**src/rtl/rtab_pkg.sv**
```systemverilog
package rtab_pkg;
    localparam int RES_W  = 10;
    localparam int BUS_W  = 16;
    localparam int IDX_W  = 6;
    localparam int ADDR_W = IDX_W + 3;
    localparam int PAD_W  = BUS_W - RES_W;

    typedef enum logic [1:0] {
        WIN_RIGHT_U = 2'b00,
        WIN_LEFT_S  = 2'b01,
        WIN_LEFT_U  = 2'b10,
        WIN_NONE    = 2'b11
    } win_e;
endpackage

```
**src/rtl/rtab_decode.sv**
```systemverilog
module rtab_decode
    import rtab_pkg::*;
#(
    parameter int IW = IDX_W
) (
    input  logic [IW+2:0] addr,
    output win_e          win,
    output logic [IW-1:0] idx,
    output logic          mapped
);
    always_comb begin
        win    = win_e'(addr[IW+2:IW+1]);
        idx    = addr[IW:1];
        mapped = (win != WIN_NONE);
    end
endmodule

```
**src/rtl/rtab_store.sv**
```systemverilog
module rtab_store #(
    parameter int RW = 10,
    parameter int IW = 6
) (
    input  logic          clk,
    input  logic          bus_wr,
    input  logic [IW-1:0] bus_idx,
    input  logic [RW-1:0] bus_val,
    input  logic          cv_wr,
    input  logic [IW-1:0] cv_idx,
    input  logic [RW-1:0] cv_val,
    input  logic [IW-1:0] rd_idx,
    output logic [RW-1:0] rd_val
);
    localparam int DEPTH = 1 << IW;

    logic [RW-1:0] mem [DEPTH];
    logic          clash;

    assign clash = cv_wr && (cv_idx == bus_idx);

    always_ff @(posedge clk) begin
        if (bus_wr && !clash) begin
            mem[bus_idx] <= bus_val;
        end
        if (cv_wr) begin
            mem[cv_idx] <= cv_val;
        end
    end

    assign rd_val = mem[rd_idx];
endmodule

```
**src/rtl/rtab_format.sv**
```systemverilog
module rtab_format
    import rtab_pkg::*;
#(
    parameter int RW = RES_W,
    parameter int BW = BUS_W
) (
    input  win_e          win,
    input  logic [RW-1:0] raw,
    output logic [BW-1:0] word
);
    localparam int PW = BW - RW;

    always_comb begin
        unique case (win)
            WIN_RIGHT_U: word = {{PW{1'b0}}, raw};
            WIN_LEFT_S:  word = {~raw[RW-1], raw[RW-2:0], {PW{1'b0}}};
            WIN_LEFT_U:  word = {raw, {PW{1'b0}}};
            default:     word = '0;
        endcase
    end
endmodule

```
**src/rtl/rtab_fmt_table.sv**
```systemverilog
module rtab_fmt_table
    import rtab_pkg::*;
(
    input  logic              clk,
    input  logic              rst_n,
    input  logic [ADDR_W-1:0] bus_addr,
    input  logic [BUS_W-1:0]  bus_wdata,
    input  logic              bus_we,
    input  logic              bus_re,
    output logic [BUS_W-1:0]  bus_rdata,
    input  logic              cv_we,
    input  logic [IDX_W-1:0]  cv_idx,
    input  logic [RES_W-1:0]  cv_result
);
    win_e             dec_win;
    logic [IDX_W-1:0] dec_idx;
    logic             dec_mapped;
    logic [RES_W-1:0] entry_val;
    logic [BUS_W-1:0] fmt_word;

    rtab_decode #(.IW(IDX_W)) u_decode (
        .addr   (bus_addr),
        .win    (dec_win),
        .idx    (dec_idx),
        .mapped (dec_mapped)
    );

    rtab_store #(.RW(RES_W), .IW(IDX_W)) u_store (
        .clk     (clk),
        .bus_wr  (bus_we && dec_mapped),
        .bus_idx (dec_idx),
        .bus_val (bus_wdata[RES_W-1:0]),
        .cv_wr   (cv_we),
        .cv_idx  (cv_idx),
        .cv_val  (cv_result),
        .rd_idx  (dec_idx),
        .rd_val  (entry_val)
    );

    rtab_format #(.RW(RES_W), .BW(BUS_W)) u_format (
        .win  (dec_win),
        .raw  (entry_val),
        .word (fmt_word)
    );

    always_ff @(posedge clk) begin
        if (!rst_n) begin
            bus_rdata <= '0;
        end else if (bus_re) begin
            bus_rdata <= fmt_word;
        end
    end
endmodule

```
**config.mk**
```make
export PLATFORM = sky130hd
export DESIGN_NAME = rtab_fmt_table
export DESIGN_NICKNAME = d
export VERILOG_FILES = /design/src/rtl/rtab_pkg.sv /design/src/rtl/rtab_decode.sv /design/src/rtl/rtab_store.sv /design/src/rtl/rtab_format.sv /design/src/rtl/rtab_fmt_table.sv
export SDC_FILE = /design/constraint.sdc
export NUM_CORES = 1
export LEC_CHECK = 0
export ABC_AREA = 1
export BUFFER_PORTS_ARGS = -buffer_cell sky130_fd_sc_hd__buf_2
export CORE_ASPECT_RATIO = 0.6
export CORE_MARGIN = 2
export CORE_UTILIZATION = 40
export CTS_BUF_LIST = sky130_fd_sc_hd__clkbuf_8
export DETAILED_ROUTE_END_ITERATION = 16
export SLEW_MARGIN = 20
export SYNTH_ARGS = -nofsm -noshare
export SYNTH_HDL_FRONTEND = slang
export SYNTH_SLANG_ARGS = --single-unit
```
**constraint.sdc**
```tcl
create_clock -name clk -period 3.1 [get_ports clk]
set_input_delay 0.31 -clock clk [delete_from_list [all_inputs] [get_ports clk]]
set_output_delay 0.31 -clock clk [all_outputs]
set_load 0.02 [all_outputs]
```
==> run summary, run 1 <==
status: completed
syn nets: 4,170
gpl congestion: 0.9494
Max Clk Rate: 391.5 MHz
Initial Util: 40.27%
unrepaired setup endpoints after global routing: false
Synth top area share: 55.91%
die area: 88,370 um2
post-synth cell types: 27
max-slew violations: 0
Clock Skew: 34.54 ps
initial antenna violation count: 15
crit path DAT: 3190 ps
Die Width: 382.4 um
Hold WS: 73.85 ps
CTS tree: done
Post-synth EDFFs: 640
first-pass GRT wire length: 177,600 um
Setup Total Neg Slack: 0 ps
Max rail drop VDD: 409.2 uV
P per Cell Area: 489.1 nW/um2
Cell Rows: 83
pin slew with the least headroom to its limit: 1104 ps
crit-path max FO: 2
Worst setup EP type: register
# DRC: 0
Most used DFF post-synth: edfxtp_1
CTS Buffer Depth: 3
Netlist Area Pre-Place: 34,370 um2
Area Growth Syn to Fin: 12.06%
via count: 29,753
Cells after Synth: 4,124
Worst-path clk slew: 60 ps
DP Worst Slack: 210.4 ps
core box area: 85,360 um2
most frequent cell after synthesis: nand2_1
Fill cells: 8,348
Clk Latency, worst-skew pair: 760 ps
Worst Path Required: 3730 ps
worst min path class: input pin to register
register area share after synthesis: 56.84%
worst-path cell chain: nand2_1, nand2_1, nand2_1, nand2_1, nand2_1, nand2_1, nand2_1, nand2_1, nor2_1, nand2_1, nand2_1, nand2_1, nand2_1, dlygate4sd3_1, a21oi_1
post-layout util: 45.12%
global route overflow: 0
pin count of the biggest net entering global routing: 104
Mean Syn Cell Area: 8.335 um2
Worst Setup Start Kind: register
Tcrit/Tclk final: 82.40%
Final ANT Viol Nets: 0
ys async rst share: 0%
Max Cap Viol: 0
TritonCTS Sinks: 656
proportion of layout cells with a drive suffix above 1: 10.76%
Detailed Route Iter0 Violations: 4,621
htree depth: 3
root buf cell: clkbuf_8
DR WL/cell: 22.38 um
Num CTS Buffers: 103
Tmin final: 2554 ps
I/O Buffers: 54
Synth top cells by count: nand2_1, o21ai_0, edfxtp_1
Final #Nets: 4,191
Die H: 231.1 um
dpl hpwl: 77,190 um
Slew headroom: 26.42%
number of global-route vias before repair: 27,073
crit-path max cell delay: 550 ps
post-synthesis register bit count: 656
Critical-path top delay cell: dlygate4sd3_1
type of the worst setup path: register to register
routed vias/inst: 5.539
final setup margin: 545.5 ps
top cells by area, synth: edfxtp_1, nand2_1, o21ai_0
Setup-failing EPs final: 0
Leak: 0.01597 uW
critical path's most frequent cell: nand2_1
WL final: 120,200 um
drt pass-1 iters: 6
area leader, netlist: edfxtp_1
Synthesis Warnings: 0
Total GRT Usage: 27.10%
Top-Level Pins: 62
Fin. Hold Viols: 0
power by group:
part / internal, uW / switching [uW]
Combinational: 558 / 1510
Clock: 3290 / 3600
Sequential: 9850 / 30.5
Total: 13700 / 5140
worst max-delay path: cells and delay by family, from the launching register on:
family / cells / cell delay [ps]
compound gates: 1 / 60
simple gates: 13 / 1430
buf+inv: 1 / 550
flops: 1 / 380
area by class of cell:
class	count	area (um2)	share of cell area (%)
well taps	1147	1435	3.726
clock inverters	69	299.0	0.7763
multi-input cells	3017	12980	33.69
clock buffers	109	1500	3.895
flip-flops and latches	656	19540	50.72
diodes	7	17.52	0.04548
inverters	52	203.9	0.5295
repair buffers	315	2547	6.613
final timing paths:
path,from,to,slack (ps),depth (start not counted)
worst min register to register,bus_rdata[7],bus_rdata[7],460,2
worst max register to register,u_store.mem[55][9],bus_rdata[9],550,15
worst min-delay path,bus_wdata[5],u_store.mem[24][5],70,3
worst max-delay path,u_store.mem[55][9],bus_rdata[9],550,15
placed cells by master (no fill, tap or decap), types with 14 or more instances in the layout:
cell type and count:
inv_1 70, buf_12 21, o21ai_1 26, nand2_1 1868, a21oi_1 24, clkinv_1 22
buf_2 52, nand4_1 58, o21ai_0 725, nor3_1 14, dfxtp_1 16, edfxtp_1 640
inv_2 16, buf_4 223, dlygate4sd3_1 17, clkbuf_8 109, nand3_1 219, nor2_1 47
layer usage:
metal / share of wire (%) / GRT usage (%)
met2: 39 / 36.57
met4: 3.0 / 8.748
met1: 44 / 41.10
met3: 14 / 7.918
met5: 0.012 / 0
state kept, by name (all words and copies together) (netlist names):
signal and cells:
bus_rdata 16, u_store.mem 640
logic make-up after synthesis:
group / after synthesis / synth area share, %
AOI/OAI and AO/OA: 792 / 11.66
buffers and inverters: 451 / 5.478
DFF: 656 / 56.84
and+or+nand+nor: 2225 / 26.02
repair_timing:
action                                 4_1_cts  5_1_grt
hold buffers                                17        0
setup endpoints to repair                    0        0
resized for setup                            0        0
endpoints found under the hold margin       68        0
buffers inserted                             0        0
through the flow:
stage	instances	total power (uW)	area [um2]
2_1_floorplan	4124	11260	34370
3_3_place_gp	5169	12030	36520
3_5_place_dp	5169	12060	36520
4_1_cts	5364	18850	38490
5_1_grt	5372	19440	38520
6_report	5372	18840	38520
(Power assumes the default switching activity.)
==> inputs of run 2 (changes only) <==
- ABC_AREA: 1 -> 0
- clock period: 3.1 -> 2.5 ns (I/O delays scaled with it)
==> run 2 against run 1 <==
Compared with the run above:
- the run now ends with setup timing left
- synthesized cell count is 42% lower
- routed wire length is 12% higher
- first-iteration DRC count is 10% lower
- clock power is 24% higher
- cell area is 5.7% higher
- clock skew is 5.6 ps lower
- via count is 16% lower
- sequential share of layout area is 2.7 points lower
==> run summary, run 2 <==
Synth top area share: 56.94% (was 55.91%)
Leak: 0.01400 uW (was 0.01597 uW)
type of the worst setup path: register to register (unchanged)
Cell Rows: 82 (was 83)
worst min path class: input pin to register (unchanged)
crit-path max FO: 2 (unchanged)
crit path DAT: 3480 ps (was 3190 ps)
post-synth cell types: 67 (was 27)
Worst Path Buf+Inv: 2 (was 1)
Setup-failing EPs final: 4 (was 0)
Critical Path Source: u_store.mem[57][5] (was u_store.mem[55][9])
P per Cell Area: 583.9 nW/um2 (was 489.1 nW/um2)
Fill cells: 7,390 (was 8,348)
area leader, netlist: edfxtp_1 (unchanged)
Top-Level Pins: 62 (unchanged)
worst-path cell chain: mux2_4, a221o_1, a222oi_1, buf_4, o221ai_4, nor3_2, buf_4, o21ai_2 (was nand2_1, nand2_1, nand2_1, nand2_1, nand2_1, nand2_1, nand2_1, nand2_1, nor2_1, nand2_1, nand2_1, nand2_1, nand2_1, dlygate4sd3_1, a21oi_1)
DP Area: 38,660 um2 (was 36,520 um2)
Worst setup EP type: register (unchanged)
Max Cap Viol: 0 (unchanged)
Total GRT Usage: 30.78% (was 27.10%)
post-layout util: 48.74% (was 45.12%)
Critical-path top delay cell: a222oi_1 (was dlygate4sd3_1)
first-pass GRT wire length: 188,700 um (was 177,600 um)
Initial Util: 40.41% (was 40.27%)
ys async rst share: 0% (unchanged)
Final ANT Viol Nets: 0 (unchanged)
Cells after Synth: 2,384 (was 4,124)
Synth top cells by count: mux2_2, edfxtp_1, clkbuf_1 (was nand2_1, o21ai_0, edfxtp_1)
TritonCTS Sinks: 656 (unchanged)
syn nets: 2,430 (was 4,170)
Mean Syn Cell Area: 14.16 um2 (was 8.335 um2)
Die Width: 379.0 um (was 382.4 um)
most common cell after layout, fill and taps aside: mux2_2 (was nand2_1)
dpl hpwl: 91,710 um (was 77,190 um)
non-filler instance count after layout: 3,933 (was 5,372)
setup slack, reg-to-reg: -300 ps (was 550 ps)
Clock Skew: 28.92 ps (was 34.54 ps)
post-synthesis register bit count: 656 (unchanged)
Worst Setup Start Kind: register (unchanged)
largest registers: u_store.mem x640, bus_rdata x16 (unchanged)
Clk Latency, worst-skew pair: 800 ps (was 760 ps)
Flop pwr share: 51.6% (was 52.5%)
switching share of power: 27.07% (was 27.26%)
net load switching power: 6435 uW (was 5136 uW)
drt pass-1 iters: 6 (unchanged)
Setup crit end: bus_rdata[11] (was bus_rdata[9])
Max Clk Rate: 357.0 MHz (was 391.5 MHz)
I/O Buffers: 54 (unchanged)
register area share after synthesis: 57.89% (was 56.84%)
clock power share: 35.9% (was 36.6%)
violations in the final reports: setup timing
most flop-heavy register: u_store.mem (unchanged)
proportion of layout cells with a drive suffix above 1: 49.87% (was 10.76%)
max-slew violations: 0 (unchanged)
root buf cell: clkbuf_8 (unchanged)
status: finished with violations (was completed)
max reg flops: 640 (unchanged)
Area Growth Syn to Fin: 20.60% (was 12.06%)
Final Cell Area: 40,700 um2 (was 38,520 um2)
Worst R2R Path Depth: 8 (was 15)
# DRC: 0 (unchanged)
routed vias/inst: 6.364 (was 5.539)
Most used DFF post-synth: edfxtp_1 (unchanged)
Worst path top cell family by delay: compound AO/OA/AOI/OAI gates (was simple AND/OR/NAND/NOR gates)
critical path's most frequent cell: buf_4 (was nand2_1)
Tcrit/Tclk final: 112.1% (was 82.40%)
most frequent cells in the layout: mux2_2, edfxtp_1, buf_4 (was nand2_1, o21ai_0, edfxtp_1)
reg2reg start: u_store.mem[57][5] (was u_store.mem[55][9])
CTS Buffer Depth: 3 (unchanged)
WL final: 134,800 um (was 120,200 um)
Worst Path Required: 3180 ps (was 3730 ps)
die area: 86,790 um2 (was 88,370 um2)
CTS tree: done (unchanged)
Sequential Area: 19,540 um2 (unchanged)
unrepaired setup endpoints after global routing: true (was false)
Fin. Hold Viols: 0 (unchanged)
Slew headroom: 34.13% (was 26.42%)
Tmin final: 2801 ps (was 2554 ps)
worst reg2reg path endpoint: bus_rdata[11] (was bus_rdata[9])
top cells by area, synth: edfxtp_1, mux2_2, clkbuf_1 (was edfxtp_1, nand2_1, o21ai_0)
crit-path max cell delay: 820 ps (was 550 ps)
Final #Nets: 2,768 (was 4,191)
Comb pwr share: 12.5% (was 11.0%)
Post-synth EDFFs: 640 (unchanged)
final setup margin: -301.5 ps (was 545.5 ps)
pin count of the biggest net entering global routing: 65 (was 104)
via count: 25,030 (was 29,753)
Max rail drop VDD: 377.3 uV (was 409.2 uV)
hold path depth: 3 (unchanged)
Netlist Area Pre-Place: 33,750 um2 (was 34,370 um2)
pin slew with the least headroom to its limit: 988.1 ps (was 1104 ps)
placed insts: 3,745 (was 5,169)
Int Power: 17,330 uW (was 13,710 uW)
Crit path depth: 8 (was 15)
Detailed Route Iter0 Violations: 4,156 (was 4,621)
Worst-path clk slew: 60 ps (about the same)
Num CTS Buffers: 101 (was 103)
initial antenna violation count: 6 (was 15)
Die H: 229.0 um (was 231.1 um)
core box area: 83,520 um2 (was 85,360 um2)
number of global-route vias before repair: 24,358 (was 27,073)
Synthesis Warnings: 0 (unchanged)
gpl congestion: 1.023 (was 0.9494)
most frequent cell after synthesis: mux2_2 (was nand2_1)
htree depth: 3 (unchanged)
area taken by multi-input logic gates: 13,230 um2 (was 12,980 um2)
DR WL/cell: 34.26 um (was 22.38 um)
global route overflow: 0 (unchanged)
[run 2: cell count changes after synthesis, sizes merged, moves of 57 or more]
cell | before | now
a22oi | 0 | 100
o21ai | 751 | 65
a221oi | 1 | 73
mux2 | 0 | 687
buf | 130 | 73
nand2 | 1868 | 95
nand3 | 219 | 7
[run 2: power groups by stage]
stage | clock network [uW] | registers [uW] | logic (uW)
CTS | 8570 | 12300 | 2840
global placement | 0 | 12500 | 2750
finish | 8530 | 12300 | 2970
global route | 9070 | 12300 | 3050
detailed placement | 0 | 12500 | 2790
floorplan | 0 | 12500 | 1420
[run 2: worst min-delay path by stage]
| stage | startpoint | to | slack (ps) |
|---|---|---|---|
| floorplan | bus_re | bus_rdata[15] | 350 |
| detailed placement | bus_rdata[6] | bus_rdata[6] | 440 |
| finish | cv_idx[1] | u_store.mem[63][3] | 110 |
| CTS | cv_idx[1] | u_store.mem[63][3] | 40 |
| global placement | bus_rdata[6] | bus_rdata[6] | 430 |
| global route | cv_idx[1] | u_store.mem[63][3] | 100 |
[run 2: stage by stage]
stage | setup TNS, ps | total power (uW) | setup WS [ps] | hold slack [ps]
6_report | -739.5 | 23770 | -301.5 | 108.4
5_1_grt | -1105 | 24390 | -371.5 | 96.15
4_1_cts | -455.3 | 23670 | -162.1 | 35.31
3_5_place_dp | -36580 | 15290 | -1410 | 439.2
3_3_place_gp | -34640 | 15250 | -1346 | 426.7
2_1_floorplan | -124050 | 13910 | -224.6 | 350.2
[run 2: what timing repair did]
action                     in CTS  in global routing
setup endpoints to repair      11                 15
hold endpoints to repair       17                  0
buffers inserted                0                  2
hold buffers                    7                  0
pin swaps                      11                 11
gates resized for setup        22                 15
cloned                          0                  0
[run 2: worst register-to-register path, stage by stage (launching register included)]
cell and delay, ps:
edfxtp_1 360, mux2_4 290, a221o_1 380, a222oi_1 820
buf_4 260, o221ai_4 200, nor3_2 190, buf_4 160
o21ai_2 50
[run 2: final cells by class]
| type | instances | share of cell area [%] |
|---|---|---|
| sequential | 656 | 48.00 |
| multi-input combinational | 1432 | 32.51 |
| timing repair buffer | 525 | 11.60 |
| tap | 1134 | 3.486 |
| clock buffer | 103 | 3.483 |
| clock inverter | 75 | 0.8484 |
| inverter | 6 | 0.05533 |
| antenna | 2 | 0.01230 |
[run 2: routing by layer]
layer  GRT usage, %  part of all wire [%]
met5              0                 0.016
met4          7.912                   2.4
met3          11.56                    14
met2          41.54                    41
met1          45.87                    43
[run 2: cell families after synthesis]
logic type | count (synthesis) | synth area share, %
flip-flops | 656 | 57.89
multiplexers | 752 | 25.48
XOR/XNOR | 7 | 0.1817
AO/OA/AOI/OAI | 417 | 8.923
AND/OR/NAND/NOR | 256 | 3.829
buffers and inverters | 296 | 3.700
